==> config.mk <==
export PLATFORM = sky130hd
export DESIGN_NAME = win_xlat_top
export DESIGN_NICKNAME = d
export VERILOG_FILES = /design/src/rtl/win_xlat_pkg.sv /design/src/rtl/win_regs.sv /design/src/rtl/win_mem_match.sv /design/src/rtl/win_io_match.sv /design/src/rtl/win_prio.sv /design/src/rtl/win_xlat_top.sv
export SDC_FILE = /design/constraint.sdc
export NUM_CORES = 1
export LEC_CHECK = 0
export BUFFER_PORTS_ARGS = -buffer_cell sky130_fd_sc_hd__buf_2
export CAP_MARGIN = 10
export CORE_MARGIN = 2
export CORE_UTILIZATION = 30
export DETAILED_ROUTE_END_ITERATION = 10
export HOLD_SLACK_MARGIN = 0.1
export PLACE_DENSITY = 0.49
export SLEW_MARGIN = 30
export SYNTH_ARGS = -nofsm -noshare
export SYNTH_HDL_FRONTEND = slang
export SYNTH_SLANG_ARGS = --single-unit
export TNS_END_PERCENT = 10
==> constraint.sdc <==
create_clock -name clk_i -period 2.5 [get_ports clk_i]
set_clock_uncertainty 0.05 [all_clocks]
set_input_delay 0.75 -clock clk_i [delete_from_list [all_inputs] [get_ports clk_i]]
set_output_delay 0.75 -clock clk_i [all_outputs]
set_load 0.03 [all_outputs]
==> src/rtl/win_xlat_pkg.sv <==
package win_xlat_pkg;
  localparam int AW = 32;

  typedef enum logic [2:0] {
    CYC_IACK = 3'b000,
    CYC_IO   = 3'b001,
    CYC_MEM  = 3'b011,
    CYC_CFG  = 3'b101,
    CYC_MEMM = 3'b110
  } cyc_e;

  typedef struct packed {
    logic          hit;
    logic [AW-1:0] addr;
    logic [2:0]    cyc;
    logic          pref;
  } win_res_t;
endpackage

==> src/rtl/win_regs.sv <==
module win_regs #(
  parameter int ADDR_W  = 32,
  parameter int NUM_WIN = 3,
  parameter int MAP_W   = 16,
  localparam int SEL_W  = $clog2(2*NUM_WIN)
) (
  input  logic                            clk_i,
  input  logic                            rst_ni,
  input  logic                            we_i,
  input  logic [SEL_W-1:0]                sel_i,
  input  logic [ADDR_W-1:0]               wdata_i,
  output logic [NUM_WIN-1:0][ADDR_W-1:0]  base_o,
  output logic [NUM_WIN-1:0][MAP_W-1:0]   map_o
);
  for (genvar w = 0; w < NUM_WIN; w++) begin : g_win
    always_ff @(posedge clk_i or negedge rst_ni) begin
      if (!rst_ni) begin
        base_o[w] <= '0;
        map_o[w]  <= '0;
      end else if (we_i) begin
        if (sel_i == SEL_W'(2*w))   base_o[w] <= wdata_i;
        if (sel_i == SEL_W'(2*w+1)) map_o[w]  <= wdata_i[MAP_W-1:0];
      end
    end
  end

  a_r2_base0_load: assert property (@(posedge clk_i) disable iff (!rst_ni)
    we_i && sel_i == '0 |=> base_o[0] == $past(wdata_i));
  a_r2_base0_hold: assert property (@(posedge clk_i) disable iff (!rst_ni)
    !we_i |=> $stable(base_o) && $stable(map_o));
endmodule

==> src/rtl/win_mem_match.sv <==
module win_mem_match
  import win_xlat_pkg::*;
#(
  parameter int ADDR_W   = 32,
  parameter int GRAN_LSB = 20,
  parameter int SIZE_MAX = 11,
  parameter int MAP_W    = 16
) (
  input  logic [ADDR_W-1:0] addr_i,
  input  logic [ADDR_W-1:0] base_i,
  input  logic [MAP_W-1:0]  map_i,
  output win_res_t          res_o
);
  localparam int LSB_W = $clog2(ADDR_W) + 1;

  logic [3:0]        size_code, eff_code;
  logic [LSB_W-1:0]  lsb;
  logic [ADDR_W-1:0] hi_mask, map_full, xa;

  always_comb begin
    size_code = base_i[7:4];
    eff_code  = (size_code > 4'(SIZE_MAX)) ? 4'(SIZE_MAX) : size_code;
    lsb       = LSB_W'(GRAN_LSB) + LSB_W'(eff_code);
    hi_mask   = {ADDR_W{1'b1}} << lsb;
    map_full  = {map_i[MAP_W-1:4], {GRAN_LSB{1'b0}}};
    xa        = (map_full & hi_mask) | (addr_i & ~hi_mask);
    if (!map_i[0]) xa[1:0] = 2'b00;
    res_o.hit  = base_i[0] && (((addr_i ^ base_i) & hi_mask) == '0);
    res_o.addr = xa;
    res_o.cyc  = map_i[3:1];
    res_o.pref = base_i[3];
  end
endmodule

==> src/rtl/win_io_match.sv <==
module win_io_match
  import win_xlat_pkg::*;
#(
  parameter int ADDR_W = 32,
  parameter int IO_LSB = 24,
  parameter int MAP_W  = 16,
  localparam int TAG_W = ADDR_W - IO_LSB
) (
  input  logic [ADDR_W-1:0] addr_i,
  input  logic [ADDR_W-1:0] base_i,
  input  logic [MAP_W-1:0]  map_i,
  output win_res_t          res_o
);
  always_comb begin
    res_o.hit  = base_i[0] && (addr_i[ADDR_W-1:IO_LSB] == base_i[MAP_W-1 -: TAG_W]);
    res_o.addr = {map_i[MAP_W-1 -: TAG_W], addr_i[IO_LSB-1:0]};
    res_o.cyc  = CYC_IO;
    res_o.pref = 1'b0;
  end
endmodule

==> src/rtl/win_prio.sv <==
module win_prio
  import win_xlat_pkg::*;
#(
  parameter int NUM_WIN = 3,
  localparam int IDX_W  = $clog2(NUM_WIN)
) (
  input  win_res_t [NUM_WIN-1:0] res_i,
  output logic                   any_o,
  output logic [IDX_W-1:0]       idx_o,
  output win_res_t               sel_o
);
  always_comb begin
    any_o = 1'b0;
    idx_o = '0;
    sel_o = '0;
    // descending scan so the lowest index is applied last
    for (int w = NUM_WIN-1; w >= 0; w--) begin
      if (res_i[w].hit) begin
        any_o = 1'b1;
        idx_o = IDX_W'(w);
        sel_o = res_i[w];
      end
    end
  end
endmodule

==> src/rtl/win_xlat_top.sv <==
module win_xlat_top
  import win_xlat_pkg::*;
#(
  parameter int ADDR_W   = 32,
  parameter int MEM_WIN  = 2,
  parameter int GRAN_LSB = 20,
  parameter int SIZE_MAX = 11,
  parameter int IO_LSB   = 24,
  localparam int NUM_WIN = MEM_WIN + 1,
  localparam int MAP_W   = 16,
  localparam int SEL_W   = $clog2(2*NUM_WIN),
  localparam int IDX_W   = $clog2(NUM_WIN)
) (
  input  logic              clk_i,
  input  logic              rst_ni,
  input  logic              cfg_we_i,
  input  logic [SEL_W-1:0]  cfg_sel_i,
  input  logic [ADDR_W-1:0] cfg_wdata_i,
  input  logic              req_valid_i,
  input  logic [ADDR_W-1:0] req_addr_i,
  output logic              rsp_valid_o,
  output logic              rsp_hit_o,
  output logic              rsp_miss_o,
  output logic [IDX_W-1:0]  rsp_win_o,
  output logic [ADDR_W-1:0] rsp_addr_o,
  output logic [2:0]        rsp_cyc_o,
  output logic              rsp_pref_o
);
  logic [NUM_WIN-1:0][ADDR_W-1:0] base;
  logic [NUM_WIN-1:0][MAP_W-1:0]  map;
  win_res_t [NUM_WIN-1:0]         res;
  win_res_t                       win_sel;
  logic                           any_hit;
  logic [IDX_W-1:0]               win_idx;

  win_regs #(.ADDR_W(ADDR_W), .NUM_WIN(NUM_WIN), .MAP_W(MAP_W)) i_regs (
    .clk_i, .rst_ni, .we_i(cfg_we_i), .sel_i(cfg_sel_i), .wdata_i(cfg_wdata_i),
    .base_o(base), .map_o(map)
  );

  for (genvar w = 0; w < NUM_WIN; w++) begin : g_match
    if (w < MEM_WIN) begin : g_mem
      win_mem_match #(.ADDR_W(ADDR_W), .GRAN_LSB(GRAN_LSB), .SIZE_MAX(SIZE_MAX),
                      .MAP_W(MAP_W)) i_match (
        .addr_i(req_addr_i), .base_i(base[w]), .map_i(map[w]), .res_o(res[w]));
    end else begin : g_io
      win_io_match #(.ADDR_W(ADDR_W), .IO_LSB(IO_LSB), .MAP_W(MAP_W)) i_match (
        .addr_i(req_addr_i), .base_i(base[w]), .map_i(map[w]), .res_o(res[w]));
    end
  end

  win_prio #(.NUM_WIN(NUM_WIN)) i_prio (
    .res_i(res), .any_o(any_hit), .idx_o(win_idx), .sel_o(win_sel));

  always_ff @(posedge clk_i or negedge rst_ni) begin
    if (!rst_ni) begin
      rsp_valid_o <= 1'b0;
      rsp_hit_o   <= 1'b0;
      rsp_miss_o  <= 1'b0;
      rsp_win_o   <= '0;
      rsp_addr_o  <= '0;
      rsp_cyc_o   <= '0;
      rsp_pref_o  <= 1'b0;
    end else begin
      rsp_valid_o <= req_valid_i;
      rsp_hit_o   <= req_valid_i && any_hit;
      rsp_miss_o  <= req_valid_i && !any_hit;
      rsp_win_o   <= (req_valid_i && any_hit) ? win_idx : '0;
      rsp_addr_o  <= (req_valid_i && any_hit) ? win_sel.addr : '0;
      rsp_cyc_o   <= (req_valid_i && any_hit) ? win_sel.cyc : '0;
      rsp_pref_o  <= req_valid_i && any_hit && win_sel.pref;
    end
  end

  a_r5_win0_first: assert property (@(posedge clk_i) disable iff (!rst_ni)
    req_valid_i && res[0].hit |=> rsp_hit_o && rsp_win_o == '0);
  a_r8_low_forced: assert property (@(posedge clk_i) disable iff (!rst_ni)
    req_valid_i && res[0].hit && !map[0][0] |=> rsp_addr_o[1:0] == 2'b00);
  a_r9_io_type: assert property (@(posedge clk_i) disable iff (!rst_ni)
    rsp_valid_o && rsp_hit_o && rsp_win_o == IDX_W'(MEM_WIN)
      |-> rsp_cyc_o == CYC_IO && !rsp_pref_o);
  a_r10_miss_zero: assert property (@(posedge clk_i) disable iff (!rst_ni)
    rsp_miss_o |-> rsp_addr_o == '0 && rsp_cyc_o == '0 && !rsp_pref_o && rsp_win_o == '0);
  a_r10_hit_xor_miss: assert property (@(posedge clk_i) disable iff (!rst_ni)
    rsp_valid_o |-> (rsp_hit_o ^ rsp_miss_o));
  a_r11_valid_follows: assert property (@(posedge clk_i) disable iff (!rst_ni)
    req_valid_i |=> rsp_valid_o);
  a_r11_idle_quiet: assert property (@(posedge clk_i) disable iff (!rst_ni)
    !req_valid_i |=> !rsp_valid_o && !rsp_hit_o && !rsp_miss_o && rsp_addr_o == '0);
endmodule

==> results.md, run 1 <==
- Total number of vias: 4112
- Critical Path, Cell by Cell: nor4_1, a221o_1, buf_4, nor3_2, buf_4, o31a_2, buf_12, and2_1
- Worst setup EP type: register
- Normalized max-slew margin: 65.6%
- Combinational share of power: 20.4%
- R2r setup slk: 0.009 ns
- Most frequent cells in the layout: 120 x dfrtp_1, 106 x buf_2, 84 x mux2_2
- F_max: 401 MHz
- Routed Antenna Nets: 0
- Synth Instances: 461
- Peak supply drop: 0.506 mV
- Synth cell types: 47
- Sw Pwr: 1660 µW
- Initial Util: 30.7%
- Number of max-cap violations: 0
- Die ar.: 0.0203 mm²
- Share of layout cells above drive strength 1: 46.9%
- Final Util: 39.8%
- Slew Limit Fails: 0
- CP arrival: 2.74 ns
- Top Ports: 112
- Tot Pwr: 6050 µW
- Clock Latency Late Sink: 0.42 ns
- Async SR Flop Fraction: 100%
- Total CTS buffers: 17
- WL/cell: 17.5 µm
- Synth warn: 0
- H-tree depth: 4
- TritonCTS clock tree: built
- Max clock buf depth: 2
- Lkg Pwr: 0.00350 µW
- P_int: 4380 µW
- Sequential Power Share: 43.4%
- Synth Flop Type: dfrtp_1
- Post-placement cell area: 0.00693 mm²
- Most common cell after layout, fill and taps aside: dfrtp_1
- Multi-input logic area: 0.00249 mm²
- N_diodes: 0
- IO Port Bufs: 107
- Clk root buf: clkbuf_16
- Startpoint Class: register
- Sequential area share after synthesis: 54.8%
- FF-to-FF Start: i_regs.base_o[38]
- Mapped Area: 0.00576 mm²
- Clock share of power: 36.3%
- CP max stage cell: nor4_1
- Rows: 50
- Final setup vio count: 0
- Final hold violations: 0
- Storage cell area: 0.00316 mm²
- Total track usage: 15.3%
- Antenna violations before repair: 1
- Chip Width: 143 µm
- Most Frequent Cell on Critical Path: buf_4
- Nets: 677
- Setup TNS: 0 ns
- Fin cells: 852
- Post-synth EDFFs: 0
- Drt drc: 0
- Sink Count: 126
- Largest net degree at the start of global routing: 67
- Global-route wire length before repair: 23.1 mm
- Reg clk slew, reported paths: 0.05 ns
- Inst Count DP: 821
- Crit path largest cell delay: 0.54 ns
- Outcome: complete, no violations
- Vias in the first global route: 4236
- Worst Path Required: 2.75 ns
- Design Area, Final: 0.00747 mm²
- DRT Pass-1 Iters: 5
- Sw Ratio: 27.5%
- Placer Congestion: 0.869
- RR Endpoint: rsp_addr_o[16]
- Critical path class: reg2reg
- Vias per inst: 4.83
- Worst Path Max Fanout: 19
- Period minus WS final: 2.49 ns
- Drt total wl: 14.9 mm
- Syn_area_per_cell: 12.5 µm²
- HPWL Detailed: 11.0 mm
- Fill count: 1819
- Height of the chip: 143 µm
- Syn-to-layout area delta: 29.8%
- Worst Tran Pin Value: 0.511 ns
- Global route overflow: 0
- RSZ-0062 raised after global routing: true
- First DRT Iteration DRCs: 231
- Power Dens Cells: 809 mW/mm²
- Crit share post-route: 99.6%
- Min-delay worst type: in2async
- Reg2reg path depth: 8
- Syn Nets: 532
- #FFs+latches synth: 126
- Core Area: 0.0188 mm²
## registers in the layout (all words and copies together), names as in the netlist
register / count
i_regs.base_o: 45
i_regs.map_o: 40
rsp_addr_o: 32
rsp_cyc_o: 3
rsp_win_o: 2
rsp_hit_o: 1
rsp_miss_o: 1
rsp_pref_o: 1
rsp_valid_o: 1
## layout make-up
| cell class | count | share of cell area, % |
|---|---|---|
| flip-flops and latches | 126 | 42.3 |
| clock buffers | 24 | 6.58 |
| repair buffers | 157 | 13.2 |
| multi-input cells | 302 | 33.4 |
| clock inverters | 7 | 0.502 |
| inverters | 2 | 0.100 |
| well taps | 234 | 3.92 |
## stage by stage
| step | hold WS [ns] | setup slack [ns] |
|---|---|---|
| after floorplan | 0.404 | -0.0533 |
| after global placement | 0.429 | -0.216 |
| after detailed placement | 0.436 | -0.250 |
| after CTS | 0.142 | 0.0627 |
| after global routing | 0.147 | -0.00361 |
| final | 0.152 | 0.00925 |
## worst max-delay path by stage
stage,to,from,slack (ns)
after CTS,rsp_addr_o[23],i_regs.base_o[6],0.06
final,rsp_addr_o[16],i_regs.base_o[38],0.009
after global routing,rsp_addr_o[4],i_regs.base_o[38],-0.004
after floorplan,rsp_addr_o[24],req_addr_i[29],-0.05
after detailed placement,rsp_addr_o[23],req_addr_i[27],-0.25
after global placement,rsp_addr_o[23],req_addr_i[31],-0.22
## what timing repair did
action / CTS / global route
gates resized for setup: 0 / 8
buffers inserted: 0 / 0
hold buffers: 0 / 0
setup endpoints to repair: 0 / 37
## critical path: cells and delay by family (launching register included)
kind / cells / cell delay [ns]
AO/OA/AOI/OAI: 2 / 0.62
buffers and inverters: 3 / 0.45
AND/OR/NAND/NOR: 3 / 0.74
flip-flops: 1 / 0.52
## layer usage
metal | global-route usage, % | up-vias | part of all wire, %
met3 | 3.50 | 22 | 3.8
met5 | 0 | - | 0
met1 | 20.3 | 2059 | 47
met2 | 24.2 | 97 | 48
met4 | 6.04 | 0 | 1.8
li1 | - | 1934 | -
## cells by family (layout without fill, tap and decap cells)
group | after synthesis | in the layout | synth area share [%]
flops | 126 | 126 | 54.8
simple gates | 101 | 101 | 10.2
compound gates | 68 | 68 | 7.95
mux | 101 | 101 | 19.4
buf+inv | 33 | 190 | 2.67
xor+xnor | 32 | 32 | 5.00
## synth_stat cells (3+ instances only)
cell type | n | area, µm²
dfrtp_1 | 126 | 3150
mux2_2 | 84 | 946
and2_1 | 27 | 169
xnor2_1 | 22 | 193
a21oi_1 | 21 | 105
mux2i_1 | 17 | 170
clkbuf_1 | 16 | 60.1
nand2_1 | 14 | 52.6
o21ai_0 | 14 | 70.1
buf_2 | 12 | 60.1
nor2_1 | 12 | 45.0
and3_1 | 9 | 56.3
xor2_1 | 9 | 78.8
nor3_1 | 7 | 35.0
nand3_1 | 6 | 30.0
nor4_1 | 6 | 37.5
o31a_1 | 6 | 52.6
nor3b_1 | 5 | 37.5
a311oi_1 | 4 | 35.0
o21a_1 | 4 | 30.0
a211oi_1 | 3 | 22.5
a21o_1 | 3 | 22.5
nand2b_1 | 3 | 18.8
## power by group through the flow
stage          Sequential [µW]  Combinational, µW  Clock (µW)
6_report                  2620               1230        2190
5_1_grt                   2670               1340        2350
4_1_cts                   2620               1240        2260
3_5_place_dp              2650               1240           0
3_3_place_gp              2640               1220           0
2_1_floorplan             2590                802           0
(Power assumes the default switching activity.)
==> run 2: changes to the inputs <==
==> constraint.sdc (replaced) <==
create_clock -name clk_i -period 3.1 [get_ports clk_i]
set_clock_uncertainty 0.05 [all_clocks]
set_input_delay 0.93 -clock clk_i [delete_from_list [all_inputs] [get_ports clk_i]]
set_output_delay 0.93 -clock clk_i [all_outputs]
set_load 0.03 [all_outputs]
==> run 2 against run 1 <==
Compared with the run above:
- critical path type unchanged
- cell count down 3.2%
- global-route usage down 0.098 points
- combinational power shrank 27%
- critical endpoint is now rsp_cyc_o[0]
- sequential cell count unchanged
- die area unchanged
- wire length shrank 1.7%
==> results.md, run 2 (synthesis results as in run 1) <==
- Outcome: complete, no violations (unchanged)
- Worst Path Max Fanout: 17 (was 19)
- Global route hottest layer: met2 (unchanged)
- Total CTS buffers: 17 (unchanged)
- Share of layout cells above drive strength 1: 43.1% (was 46.9%)
- Core Area: 0.0188 mm² (unchanged)
- DRT Pass-1 Iters: 4 (was 5)
- First DRT Iteration DRCs: 296 (was 231)
- Global-route wire length before repair: 23.2 mm (was 23.1 mm)
- Nets: 650 (was 677)
- Sink Count: 126 (unchanged)
- WL/cell: 17.7 µm (was 17.5 µm)
- Placer Congestion: 0.844 (was 0.869)
- Min-delay worst type: in2async (unchanged)
- F_max: 358 MHz (was 401 MHz)
- Drt total wl: 14.6 mm (was 14.9 mm)
- Clock Latency Late Sink: 0.42 ns (about the same)
- Top Family by Delay on Critical Path: compound AO/OA/AOI/OAI gates (was simple AND/OR/NAND/NOR gates)
- Total number of vias: 4044 (was 4112)
- Critical Path, Cell by Cell: o21ai_0, a2111o_1, nor4b_4, buf_4, buf_4, nand2b_1, o21ai_0 (was nor4_1, a221o_1, buf_4, nor3_2, buf_4, o31a_2, buf_12, and2_1)
- Drt drc: 0 (unchanged)
- H-tree depth: 4 (unchanged)
- GR Util met2: 23.8% (was 24.2%)
- Met3 Usage GRT: 4.17% (was 3.50%)
- Top Ports: 112 (unchanged)
- Rows: 50 (unchanged)
- Post-CTS Setup Repair Bufs: 0 (unchanged)
- Worst Tran Pin Value: 0.679 ns (was 0.511 ns)
- Crit path largest cell delay: 0.78 ns (was 0.54 ns)
- Final hold violations: 0 (unchanged)
- Multi-input logic area: 0.00246 mm² (was 0.00249 mm²)
- Total track usage: 15.2% (was 15.3%)
- Setup TNS: 0 ns (unchanged)
- Max clock buf depth: 2 (unchanged)
- Post-placement cell area: 0.00665 mm² (was 0.00693 mm²)
- Worst Path Required: 3.34 ns (was 2.75 ns)
- Power Dens Cells: 702 mW/mm² (was 809 mW/mm²)
- Top flop regs: i_regs.base_o: 45 flops, i_regs.map_o: 40 flops, rsp_addr_o: 32 flops (unchanged)
- N_diodes: 0 (unchanged)
- Final setup vio count: 0 (unchanged)
- Peak supply drop: 0.404 mV (was 0.506 mV)
- CP max stage cell: dfrtp_1 (was nor4_1)
- IO Port Bufs: 107 (unchanged)
- Vias in the first global route: 4211 (was 4236)
- Startpoint Class: register (unchanged)
- Initial Util: 30.7% (unchanged)
- Syn-to-layout area delta: 26.4% (was 29.8%)
- Fill count: 1808 (was 1819)
- Global route overflow: 0 (unchanged)
- HPWL Detailed: 10.5 mm (was 11.0 mm)
- Slew Limit Fails: 0 (unchanged)
- Critical path class: reg2reg (unchanged)
- Buf+Inv Stages, Crit Path: 2 (was 3)
- Design Area, Final: 0.00727 mm² (was 0.00747 mm²)
- Storage cell area: 0.00315 mm² (was 0.00316 mm²)
- Antenna violations before repair: 0 (was 1)
- Period minus WS final: 2.79 ns (was 2.49 ns)
- Lkg Pwr: 0.00340 µW (was 0.00350 µW)
- Most frequent cells in the layout: 126 x dfrtp_1, 106 x buf_2, 84 x mux2_2 (was 120 x dfrtp_1, 106 x buf_2, 84 x mux2_2)
- Largest register FFs: 45 (unchanged)
- RSZ-0062 raised after global routing: false (was true)
- Clk root buf: clkbuf_16 (unchanged)
- Height of the chip: 143 µm (unchanged)
- Biggest register: i_regs.base_o (unchanged)
- TritonCTS clock tree: built (unchanged)
- Hold-fix buffers, CTS: 0 (unchanged)
- Vias per inst: 4.90 (was 4.83)
- Chip Width: 143 µm (unchanged)
- Reg clk slew, reported paths: 0.06 ns (was 0.05 ns)
- Pre-CTS setup slack: 0.0649 ns (was -0.250 ns)
- Worst setup EP type: register (unchanged)
- Normalized max-slew margin: 54.7% (was 65.6%)
- Routed Antenna Nets: 0 (unchanged)
- Die ar.: 0.0203 mm² (unchanged)
- CP arrival: 3.03 ns (was 2.74 ns)
- Final WS setup: 0.307 ns (was 0.00925 ns)
- Most common cell after layout, fill and taps aside: dfrtp_1 (unchanged)
- Tot Pwr: 5110 µW (was 6050 µW)
- CTS-repair resized insts: 0 (unchanged)
- Met1 usage: 20.1% (was 20.3%)
- Largest net degree at the start of global routing: 77 (was 67)
- Crit share post-route: 90.1% (was 99.6%)
- Number of max-cap violations: 0 (unchanged)
==> run 2: cell count changes in the layout (fill, tap and decap cells not counted), moves of 2 or more <==
cell	before	now
buf_4	45	22
dfrtp_1	120	126
dfrtp_2	6	0
buf_12	6	2
bufinv_16	0	4
clkbuf_1	3	0
clkbuf_8	4	2
clkinv_4	0	2
xnor2_1	20	22
xnor2_2	3	1
==> run 2: power breakdown <==
part           leakage [µW]  internal [µW]  total [µW]  switching (µW)
combinational       0.00150            467         899             433
clock              0.000312           1380        2090             716
sequential          0.00159           1910        2110             205
total               0.00340           3750        5110            1350
==> run 2: metrics by stage <==
stage | cells | utilization [%] | hold slack (ns)
after floorplan | 461 | - | 0.421
after global placement | 794 | 35.5 | 0.429
after detailed placement | 794 | 35.5 | 0.434
after CTS | 825 | 38.8 | 0.447
after global routing | 825 | 38.8 | 0.460
final | 825 | 38.8 | 0.445
==> run 2: routing by layer <==
layer / share of wire, % / wire, µm
met1: 47 / 6860
met4: 1.8 / 258
met5: 0 / 0
met3: 3.9 / 573
met2: 47 / 6940
==> run 2: path summary, 6_finish.rpt <==
path	cells after the start	from	to	slack (ns)
worst max-delay path	7	i_regs.base_o[7]	rsp_cyc_o[0]	0.31
worst min-delay path	2	rst_ni	i_regs.base_o[54]	0.45
worst max register to register	7	i_regs.base_o[7]	rsp_cyc_o[0]	0.31
worst min register to register	1	i_regs.map_o[2]	i_regs.map_o[2]	0.45
max in group asynchronous	2	rst_ni	rsp_addr_o[18]	2.18
min in group clk_i	1	i_regs.map_o[2]	i_regs.map_o[2]	0.45
==> run 2: final cells by class <==
cell class                      count  area share, %
Clock inverter                     12           2.30
Inverter                            2          0.103
Tap cell                          234           4.02
Clock buffer                       19           6.23
Multi-Input combinational cell    302           33.9
Sequential cell                   126           43.3
Timing Repair Buffer              130           10.1
==> run 3: changes to the inputs <==
==> constraint.sdc (replaced) <==
create_clock -name clk_i -period 3.1 [get_ports clk_i]
set_clock_uncertainty 0.05 [all_clocks]
set_input_delay 0 -clock clk_i [delete_from_list [all_inputs] [get_ports clk_i]]
set_output_delay 0 -clock clk_i [all_outputs]
set_load 0.03 [all_outputs]
==> run 3 against run 2 <==
Compared with the run above:
- via count increased by 4.7%
- critical path type unchanged
- sequential share of layout area decreased by 3.0 points
- sequential power about the same
- sequential cell count unchanged
- cell count increased by 6.4%
- first-iteration DRC count decreased by 36%
- critical endpoint is now rsp_addr_o[16]
- utilization increased by 2.9 points
- largest cell class unchanged
- register-to-register slack about the same
- wire length increased by 4.7%
==> results.md, run 3 (synthesis results as in run 1) <==
- Outcome: complete, no violations (unchanged)
- R2r setup slk: 0.31 ns (about the same)
- Drt total wl: 15.3 mm (was 14.6 mm)
- Global-route wire length before repair: 24.0 mm (was 23.2 mm)
- Fin cells: 878 (was 825)
- Lkg Pwr: 0.00360 µW (was 0.00340 µW)
- WL/cell: 17.4 µm (was 17.7 µm)
- Post-placement cell area: 0.00659 mm² (was 0.00665 mm²)
- Rows: 50 (unchanged)
- Startpoint Class: register (unchanged)
- Initial Util: 30.7% (unchanged)
- Die ar.: 0.0203 mm² (unchanged)
- Hold_ws: 0.101 ns (was 0.445 ns)
- Min-delay worst type: in2async (unchanged)
- Reg clk slew, reported paths: 0.06 ns (about the same)
- Fill count: 1803 (was 1808)
- Largest net degree at the start of global routing: 72 (was 77)
- CP max stage cell: dfrtp_1 (unchanged)
- Height of the chip: 143 µm (unchanged)
- Peak supply drop: 0.341 mV (was 0.404 mV)
- F_max: 358 MHz (about the same)
- CTS-repair resized insts: 0 (unchanged)
- Final hold violations: 0 (unchanged)
- CP arrival: 3.09 ns (was 3.03 ns)
- Inst Count DP: 785 (was 794)
- HPWL Detailed: 10.7 mm (was 10.5 mm)
- Final setup vio count: 0 (unchanged)
- Drt drc: 0 (unchanged)
- Design Area, Final: 0.00781 mm² (was 0.00727 mm²)
- N_diodes: 0 (unchanged)
- Top flop regs: i_regs.base_o: 45 flops, i_regs.map_o: 40 flops, rsp_addr_o: 32 flops (unchanged)
- DRT Pass-1 Iters: 5 (was 4)
- Critical path class: reg2reg (unchanged)
- Worst Path Required: 3.40 ns (was 3.34 ns)
- Worst Path Max Fanout: 36 (was 17)
- Routed Antenna Nets: 0 (unchanged)
- Normalized max-slew margin: 55.6% (was 54.7%)
- Crit path largest cell delay: 0.71 ns (was 0.78 ns)
- Worst setup EP type: register (unchanged)
- Crit share post-route: 90.1% (about the same)
- Total number of vias: 4233 (was 4044)
- Chip Width: 143 µm (unchanged)
- Clock Latency Late Sink: 0.42 ns (about the same)
- Most common cell after layout, fill and taps aside: dfrtp_1 (unchanged)
- Max clock buf depth: 2 (unchanged)
- H-tree depth: 4 (unchanged)
- Worst Tran Pin Value: 0.663 ns (was 0.679 ns)
- Antenna violations before repair: 0 (unchanged)
- Period minus WS final: 2.79 ns (about the same)
- Largest register FFs: 45 (unchanged)
- Total track usage: 15.6% (was 15.2%)
- Hold-fix buffers, CTS: 62 (was 0)
- Critical Path Start: i_regs.base_o[7] (unchanged)
- Reg2reg path depth: 6 (was 7)
- Clk root buf: clkbuf_16 (unchanged)
- Core Area: 0.0188 mm² (unchanged)
- FF-to-FF Start: i_regs.base_o[7] (unchanged)
- Vias per inst: 4.82 (was 4.90)
- Most frequent cells in the layout: 126 x dfrtp_1, 106 x buf_2, 84 x mux2_2 (unchanged)
- First DRT Iteration DRCs: 190 (was 296)
- Number of max-cap violations: 0 (unchanged)
- Slew Limit Fails: 0 (unchanged)
- RR Endpoint: rsp_addr_o[16] (was rsp_cyc_o[0])
- Vias in the first global route: 4305 (was 4211)
- Syn-to-layout area delta: 35.7% (was 26.4%)
- Share of layout cells above drive strength 1: 37.4% (was 43.1%)
- Final Util: 41.6% (was 38.8%)
- TritonCTS clock tree: built (unchanged)
- Total CTS buffers: 17 (unchanged)
- Biggest register: i_regs.base_o (unchanged)
- Top Ports: 112 (unchanged)
- RSZ-0062 raised after global routing: false (unchanged)
- Post-CTS Setup Repair Bufs: 0 (unchanged)
- Setup TNS: 0 ns (unchanged)
- Crit path to: rsp_addr_o[16] (was rsp_cyc_o[0])
- Sink Count: 126 (unchanged)
- Critical Path, Cell by Cell: o21ai_0, a2111o_1, nor4b_4, buf_12, o31a_2, and2_1 (was o21ai_0, a2111o_1, nor4b_4, buf_4, buf_4, nand2b_1, o21ai_0)
- IO Port Bufs: 107 (unchanged)
- Placer Congestion: 0.861 (was 0.844)
- Power Dens Cells: 658 mW/mm² (was 702 mW/mm²)
- Global route overflow: 0 (unchanged)
- Nets: 703 (was 650)
## run 3: cell types whose count changed in the layout (fill, tap and decap cells not counted), sizes merged
cell / previous run / this run
clkinv: 9 / 4
dlygate4sd3: 0 / 62
buf: 130 / 121
clkbuf: 19 / 24
## run 3: worst min path at each step
stage,slack [ns],endpoint
floorplan,-0.35,i_regs.base_o[0]
CTS,0.13,i_regs.map_o[4]
global route,0.16,i_regs.base_o[4]
detailed placement,-0.19,i_regs.base_o[54]
global placement,-0.18,i_regs.base_o[54]
finish,0.10,i_regs.map_o[4]
## run 3: cell type report
type                       count  area, µm²  share of cell area, %
multi-input combinational    302       2460                   31.5
tap                          234        293                   3.75
clock inverter                 7        135                   1.73
timing repair buffer         183       1290                   16.5
sequential                   126       3150                   40.4
inverter                       2       7.51                 0.0961
clock buffer                  24        472                   6.04
## run 3: per-layer routing
| metal | track usage, % | wire, µm |
|---|---|---|
| met1 | 20.9 | 7230 |
| met2 | 25.2 | 7350 |
| met3 | 3.47 | 487 |
| met4 | 4.90 | 238 |
| met5 | 0 | 0 |
## run 3: power by group
group          internal [µW]  switching, µW
Clock                   1380            690
Sequential              1910            206
Combinational            502            453
## run 3: worst max-delay path: cells and delay by family, from the launching register on
family,cells,cell delay (ns)
AOI/OAI and AO/OA,3,1.19
and+or+nand+nor,2,0.51
DFF,1,0.71
buffers and inverters,1,0.25
## run 3: metrics by stage
step           worst slack, ns  power, µW
2_1_floorplan            0.886       2720
3_3_place_gp             0.413       3020
3_5_place_dp             0.328       3050
4_1_cts                  0.306       5210
5_1_grt                  0.204       5390
6_report                 0.307       5140
